===== config.mk =====
export PLATFORM = sky130hd
export DESIGN_NAME = swire_mon
export DESIGN_NICKNAME = d
export VERILOG_FILES = /design/src/rtl/swire_pkg.sv /design/src/rtl/swire_rx.sv /design/src/rtl/swire_tx.sv /design/src/rtl/swire_mon.sv
export SDC_FILE = /design/constraint.sdc
export NUM_CORES = 1
export LEC_CHECK = 0
export CAP_MARGIN = 10
export CORE_MARGIN = 8
export CORE_UTILIZATION = 45
export DETAILED_ROUTE_END_ITERATION = 6
export MAX_ROUTING_LAYER = met4
export PLACE_DENSITY_LB_ADDON = 0.2
export RECOVER_POWER = 100
export SYNTH_ARGS = -nofsm -noshare
export SYNTH_HDL_FRONTEND = slang
export SYNTH_SLANG_ARGS = --single-unit

===== constraint.sdc =====
create_clock -name clk -period 5.6 [get_ports clk]
set_clock_uncertainty 0.1 [all_clocks]
set_input_delay 1.12 -clock clk [delete_from_list [all_inputs] [get_ports clk]]
set_output_delay 1.12 -clock clk [all_outputs]
set_load 0.01 [all_outputs]

===== src/rtl/swire_pkg.sv =====
package swire_pkg;
    localparam logic [7:0] OPC_READ  = 8'h4A;
    localparam logic [7:0] OPC_WRITE = 8'h49;
    localparam int GAP_BITS    = 2;
    localparam int WINDOW_BITS = 11;
    localparam int BREAK_BITS  = 10;

    typedef enum logic [2:0] {
        ST_WAIT_BYTE,
        ST_ECHO_GAP,
        ST_ECHO,
        ST_CANCEL,
        ST_WRITE,
        ST_RET_GAP,
        ST_FETCH,
        ST_RET
    } mon_state_e;

    typedef enum logic [2:0] {
        RX_IDLE,
        RX_START,
        RX_DATA,
        RX_STOP,
        RX_HOLD
    } rx_state_e;
endpackage


===== src/rtl/swire_rx.sv =====
module swire_rx
    import swire_pkg::*;
#(
    parameter int CLKS_PER_BIT = 8
) (
    input  logic       clk,
    input  logic       rst_n,
    input  logic       en,
    input  logic       rx_in,
    output logic       byte_valid,
    output logic [7:0] byte_out,
    output logic       brk
);
    localparam int CNT_W   = $clog2(CLKS_PER_BIT);
    localparam int BRK_CYC = BREAK_BITS * CLKS_PER_BIT;
    localparam int RUN_W   = $clog2(BRK_CYC + 1);
    localparam logic [CNT_W-1:0] HALF_LAST = CNT_W'(CLKS_PER_BIT / 2 - 1);
    localparam logic [CNT_W-1:0] BIT_LAST  = CNT_W'(CLKS_PER_BIT - 1);
    localparam logic [RUN_W-1:0] RUN_MAX   = RUN_W'(BRK_CYC);
    localparam logic [RUN_W-1:0] RUN_HIT   = RUN_W'(BRK_CYC - 1);

    logic            sync1, sync2;
    rx_state_e       st;
    logic [CNT_W-1:0] cnt;
    logic [2:0]      bit_idx;
    logic [7:0]      shreg;
    logic [RUN_W-1:0] low_run;

    always_ff @(posedge clk or negedge rst_n) begin
        if (!rst_n) begin
            sync1 <= 1'b1;
            sync2 <= 1'b1;
        end else begin
            sync1 <= rx_in;
            sync2 <= sync1;
        end
    end

    always_ff @(posedge clk or negedge rst_n) begin
        if (!rst_n) begin
            st         <= RX_IDLE;
            cnt        <= '0;
            bit_idx    <= '0;
            shreg      <= '0;
            low_run    <= '0;
            byte_valid <= 1'b0;
            brk        <= 1'b0;
        end else if (!en) begin
            st         <= RX_IDLE;
            cnt        <= '0;
            bit_idx    <= '0;
            low_run    <= '0;
            byte_valid <= 1'b0;
            brk        <= 1'b0;
        end else begin
            byte_valid <= 1'b0;
            brk        <= 1'b0;
            if (sync2) begin
                low_run <= '0;
            end else if (low_run != RUN_MAX) begin
                low_run <= low_run + 1'b1;
                if (low_run == RUN_HIT) brk <= 1'b1;
            end
            unique case (st)
                RX_IDLE: begin
                    cnt <= '0;
                    if (!sync2) st <= RX_START;
                end
                RX_START: begin
                    if (cnt == HALF_LAST) begin
                        cnt     <= '0;
                        bit_idx <= '0;
                        st      <= sync2 ? RX_IDLE : RX_DATA;
                    end else begin
                        cnt <= cnt + 1'b1;
                    end
                end
                RX_DATA: begin
                    if (cnt == BIT_LAST) begin
                        cnt   <= '0;
                        shreg <= {sync2, shreg[7:1]};
                        if (bit_idx == 3'd7) st <= RX_STOP;
                        bit_idx <= bit_idx + 1'b1;
                    end else begin
                        cnt <= cnt + 1'b1;
                    end
                end
                RX_STOP: begin
                    if (cnt == BIT_LAST) begin
                        cnt <= '0;
                        if (sync2) begin
                            byte_valid <= 1'b1;
                            st         <= RX_IDLE;
                        end else begin
                            st <= RX_HOLD;
                        end
                    end else begin
                        cnt <= cnt + 1'b1;
                    end
                end
                RX_HOLD: begin
                    if (sync2) st <= RX_IDLE;
                end
                default: st <= RX_IDLE;
            endcase
        end
    end

    assign byte_out = shreg;
endmodule


===== src/rtl/swire_tx.sv =====
module swire_tx #(
    parameter int CLKS_PER_BIT = 8
) (
    input  logic       clk,
    input  logic       rst_n,
    input  logic       start,
    input  logic [7:0] data,
    output logic       tx_out,
    output logic       tx_oe,
    output logic       done
);
    localparam int CNT_W = $clog2(CLKS_PER_BIT);
    localparam logic [CNT_W-1:0] BIT_LAST = CNT_W'(CLKS_PER_BIT - 1);

    logic             busy;
    logic [9:0]       frame;
    logic [3:0]       bits_left;
    logic [CNT_W-1:0] cnt;

    always_ff @(posedge clk or negedge rst_n) begin
        if (!rst_n) begin
            busy      <= 1'b0;
            frame     <= '1;
            bits_left <= '0;
            cnt       <= '0;
            done      <= 1'b0;
        end else begin
            done <= 1'b0;
            if (!busy) begin
                if (start) begin
                    busy      <= 1'b1;
                    frame     <= {1'b1, data, 1'b0};
                    bits_left <= 4'd9;
                    cnt       <= '0;
                end
            end else if (cnt == BIT_LAST) begin
                cnt <= '0;
                if (bits_left == 4'd0) begin
                    busy <= 1'b0;
                    done <= 1'b1;
                end else begin
                    frame     <= {1'b1, frame[9:1]};
                    bits_left <= bits_left - 1'b1;
                end
            end else begin
                cnt <= cnt + 1'b1;
            end
        end
    end

    assign tx_oe  = busy;
    assign tx_out = busy ? frame[0] : 1'b1;
endmodule


===== src/rtl/swire_mon.sv =====
module swire_mon
    import swire_pkg::*;
#(
    parameter int CLKS_PER_BIT = 8
) (
    input  logic        clk,
    input  logic        rst_n,
    input  logic        line_in,
    output logic        line_out,
    output logic        line_oe,
    output logic [15:0] mem_addr,
    output logic [7:0]  mem_wdata,
    output logic        mem_we,
    output logic        mem_re,
    input  logic [7:0]  mem_rdata
);
    localparam int GAP_CYC = GAP_BITS * CLKS_PER_BIT;
    localparam int WIN_CYC = WINDOW_BITS * CLKS_PER_BIT;
    localparam int TMR_W   = $clog2(WIN_CYC + 1);
    localparam logic [TMR_W-1:0] GAP_LOAD = TMR_W'(GAP_CYC - 1);
    localparam logic [TMR_W-1:0] WIN_LOAD = TMR_W'(WIN_CYC - 1);

    mon_state_e       state, state_d;
    logic [TMR_W-1:0] timer;
    logic             tmr_done;
    logic [1:0]       idx, idx_d;
    logic             is_rd;
    logic [7:0]       cur_byte, addr_hi, addr_lo, wdata;

    logic       rx_en, rx_valid, rx_brk;
    logic [7:0] rx_byte;
    logic       tx_start, tx_done;
    logic [7:0] tx_byte;

    swire_rx #(.CLKS_PER_BIT(CLKS_PER_BIT)) u_rx (
        .clk        (clk),
        .rst_n      (rst_n),
        .en         (rx_en),
        .rx_in      (line_in),
        .byte_valid (rx_valid),
        .byte_out   (rx_byte),
        .brk        (rx_brk)
    );

    swire_tx #(.CLKS_PER_BIT(CLKS_PER_BIT)) u_tx (
        .clk    (clk),
        .rst_n  (rst_n),
        .start  (tx_start),
        .data   (tx_byte),
        .tx_out (line_out),
        .tx_oe  (line_oe),
        .done   (tx_done)
    );

    assign tmr_done = (timer == '0);

    // next state and command index
    always_comb begin
        state_d = state;
        idx_d   = idx;
        unique case (state)
            ST_WAIT_BYTE: begin
                if (rx_brk) begin
                    idx_d = 2'd0;
                end else if (rx_valid) begin
                    state_d = ST_ECHO_GAP;
                end
            end
            ST_ECHO_GAP: if (tmr_done) state_d = ST_ECHO;
            ST_ECHO: begin
                if (tx_done) begin
                    state_d = ST_WAIT_BYTE;
                    unique case (idx)
                        2'd0: idx_d = (cur_byte == OPC_READ || cur_byte == OPC_WRITE) ? 2'd1 : 2'd0;
                        2'd1: idx_d = 2'd2;
                        2'd2: begin
                            if (is_rd) begin
                                idx_d   = 2'd0;
                                state_d = ST_CANCEL;
                            end else begin
                                idx_d = 2'd3;
                            end
                        end
                        default: begin
                            idx_d   = 2'd0;
                            state_d = ST_CANCEL;
                        end
                    endcase
                end
            end
            ST_CANCEL: begin
                if (rx_brk)        state_d = ST_WAIT_BYTE;
                else if (tmr_done) state_d = is_rd ? ST_RET_GAP : ST_WRITE;
            end
            ST_WRITE:   state_d = ST_WAIT_BYTE;
            ST_RET_GAP: if (tmr_done) state_d = ST_FETCH;
            ST_FETCH:   state_d = ST_RET;
            ST_RET:     if (tx_done) state_d = ST_WAIT_BYTE;
            default:    state_d = ST_WAIT_BYTE;
        endcase
    end

    // state register, timer and captured command fields
    always_ff @(posedge clk or negedge rst_n) begin
        if (!rst_n) begin
            state    <= ST_WAIT_BYTE;
            timer    <= '0;
            idx      <= '0;
            is_rd    <= 1'b0;
            cur_byte <= '0;
            addr_hi  <= '0;
            addr_lo  <= '0;
            wdata    <= '0;
        end else begin
            state <= state_d;
            idx   <= idx_d;
            if (state_d != state) begin
                unique case (state_d)
                    ST_ECHO_GAP, ST_RET_GAP: timer <= GAP_LOAD;
                    ST_CANCEL:               timer <= WIN_LOAD;
                    default:                 timer <= '0;
                endcase
            end else if (!tmr_done) begin
                timer <= timer - 1'b1;
            end
            if (state == ST_WAIT_BYTE && rx_valid && !rx_brk) begin
                cur_byte <= rx_byte;
                unique case (idx)
                    2'd0:    is_rd   <= (rx_byte == OPC_READ);
                    2'd1:    addr_hi <= rx_byte;
                    2'd2:    addr_lo <= rx_byte;
                    default: wdata   <= rx_byte;
                endcase
            end
        end
    end

    // outputs decoded from state
    always_comb begin
        rx_en    = (state == ST_WAIT_BYTE) || (state == ST_CANCEL);
        tx_start = ((state == ST_ECHO_GAP) && tmr_done) || (state == ST_FETCH);
        tx_byte  = (state == ST_FETCH) ? mem_rdata : cur_byte;
        mem_we   = (state == ST_WRITE);
        mem_re   = (state == ST_RET_GAP) && tmr_done;
    end

    assign mem_addr  = {addr_hi, addr_lo};
    assign mem_wdata = wdata;
endmodule


==> impl_metrics.tcl <==
set metrics [dict create \
    fp.dieH_um 117.1 \
    power_leakage_nw 2.386 \
    first_pass_iters 5 \
    postLayoutCoreUtil_pct 51.44 \
    worstHoldPathType "flip-flop to flip-flop" \
    syn_area_um2 4601 \
    grt-ovfl-total 0 \
    relSlewSlack_pct -60.74 \
    diodes 0 \
    fmax_mhz 249.4 \
    rrSetupSlack_ps 1940 \
    sw_frac_of_total_pct 31.49 \
    via_count 3250 \
    post_cts_buffers 0 \
    p_int_mw 1.216 \
    place_ws_ps 2027 \
    min_period_ps 4010 \
    wl_per_cell_um 16.23 \
    nNetsFinal 484 \
    drive_gt1_share_pct 15.27 \
    ctsHtreeMaxLevel 3 \
    track_usage_pct 15.91 \
    antenna_found_initial 0 \
    clock_latency_ps 350 \
    finalHoldViolations 0 \
    core_um2 10140 \
    finalCritPeriodShare_pct 71.61 \
    cts_tree "yes" \
    crit_arrival_ps 2790 \
    critPathMaxFanout 9 \
    status "complete, but fails checks" \
    cts_sinks 91 \
    wl_um 9752 \
    synth_top_cell_by_area "dfrtp_1" \
    cts_resized 0 \
    root_buffer "clkbuf_8" \
    clockBufferDepth 2 \
    power.switching_mw 0.5591 \
    finalPower_mw 1.775 \
    port_buffers 38 \
    cp-start-kind "flip-flop" \
    rsz0062_at_grt "no" \
    synth_common_cells "dfrtp_1, nand2_1, mux2_2" \
    yosysMostFrequentCell "dfrtp_1" \
    synthFlopType "dfrtp_1" \
    clk_pin_slew_ps 90 \
    synth_area_leaders "dfrtp_1, mux2_2, dfstp_2" \
    numCtsBuffers 9 \
    async_reset_ff_share_pct 100.0 \
    power_density_nw_per_um2 340.4 \
    ant_nets 0 \
    combPwrFrac_pct 22.0 \
    path_class "flip-flop to primary output" \
    finalWeightedCongestion 0.8469 \
    ios 39 \
    grt_pass1_vias 3257 \
    cp-end-kind "primary output" \
    tightest_slew_ps 2411 \
    fp.dieArea_um2 13710 \
    ys_warn_count 0 \
    cts_hold_buf 0 \
    seq_power_share_pct 50.6 \
    hpwl_um 6715 \
    yosysTopAreaCellShare_pct 43.51 \
    dr.first_iter.drc_count 299 \
    via_per_inst 5.408 \
    ys_ff_latch 91 \
    syn_nets 455 \
    slew_violations 59 \
    cap_violations 2 \
    synth_edf_count 0 \
    violations "capacitance limit, slew limit" \
    grt_pass1_wl_um 16640 \
    final.setup.tns_ps 0 \
    initial_utilization_pct 45.38 \
    synth_cells 432 \
    finalSetupViolCount 0 \
    ys_seq_area_share_pct 49.80 \
    setup_ws_ps 1590 \
    syn_avg_cell_area_um2 10.65 \
    required_ps 4380 \
    die_x_um 117.1 \
    grt_max_degree 47 \
    fillerInstances 957 \
    pwr-share-clk_pct 27.4 \
    ir_drop_uv 147.4 \
    placementRows 37 \
    synth_cell_types 55 \
    drc 0 \
    area_growth_pct 13.35 \
]
-- cells in the final DEF, fill, tap and decap left out, types with 7 or more instances in the layout --
cell             synthesis  routed
dfrtp_1                 80      80
nor3_1                   7       7
clkbuf_8                 0       9
dfstp_2                 11      11
mux2_2                  39      39
o221ai_1                 8       8
xnor2_1                  9       9
nor3b_1                 10      10
nand2_1                 53      53
clkdlybuf4s50_1          0       8
inv_1                   13      13
nand3_1                  8       8
nor2b_1                 11      12
nand2b_1                10      10
o21ai_0                 27      28
nor2_1                  27      27
dlygate4sd3_1            0      29
a21oi_1                  7       7
ha_1                    12      12
-- final cells by class --
type                       count  area (um2)  share of cell area [%]
sequential                    91        2291                   43.93
multi-input combinational    306        2103                   40.33
timing repair buffer          40       386.6                   7.414
tap                          136       170.2                   3.263
clock buffer                   9       123.9                   2.375
clock inverter                 6       91.34                   1.751
inverter                      13       48.80                  0.9357
-- power groups by stage --
stage	logic (mW)	registers (mW)	clock network, mW
final	0.391	0.899	0.486
after global routing	0.449	0.919	0.535
after CTS	0.403	0.902	0.500
after detailed placement	0.399	0.915	0
after global placement	0.384	0.906	0
after floorplan	0.353	0.848	0
-- cell families (layout without fill, tap and decap cells) --
group / after synthesis / in the layout / share of synthesized area [%]
simple gates: 159 / 159 / 18.71
flops: 91 / 91 / 49.80
compound gates: 78 / 78 / 11.69
mux: 44 / 44 / 10.66
buf+inv: 35 / 68 / 3.400
xor+xnor: 13 / 13 / 2.475
fa+ha+maj: 12 / 12 / 3.263
-- per-layer routing --
layer  vias up  share of wire [%]  track usage, %  routed length (um)
met5         -                  0               -                   0
met4         0               0.72           4.693                  70
met3         4                3.0           3.079                 291
met2        49                 46           22.60                4519
met1      1609                 50           22.55                4870
li1       1588                  -               -                   -
-- flip-flops by register name, summed over array words and instances (netlist names), 4 cells and up --
signal and flops:
u_rx.low_run 7, addr_hi 8, u_rx.byte_out 8, timer 7
u_tx.bits_left 4, u_tx.frame 9, addr_lo 8, cur_byte 8
mem_wdata 8
-- worst max-delay path, stage by stage (launching register included) --
cell,delay (ps)
dfrtp_1,380
inv_1,90
ha_1,200
or3b_1,450
nor2_1,490
and3_1,230
dlygate4sd3_1,600
-- final timing paths --
kind,startpoint,cells past startpoint,endpoint
worst max-delay path,timer[0],6,mem_re
min in group asynchronous,rst_n,1,u_tx.bits_left[2]
worst min register to register,u_rx.sync1,0,u_rx.sync2
worst min-delay path,u_rx.sync1,0,u_rx.sync2
max in group asynchronous,rst_n,2,u_rx.st[1]
worst max register to register,state[0],4,u_rx.byte_out[0]
-- per-stage QoR --
stage | instances | hold slack (ps) | cell area, um2
2_1_floorplan | 432 | 245.2 | 4601
6_report | 601 | 258.4 | 5215
3_5_place_dp | 586 | 246.8 | 5056
3_3_place_gp | 586 | 247.0 | 5056
5_1_grt | 601 | 264.3 | 5215
4_1_cts | 601 | 259.4 | 5271
Power figures use the tool's default switching activity.
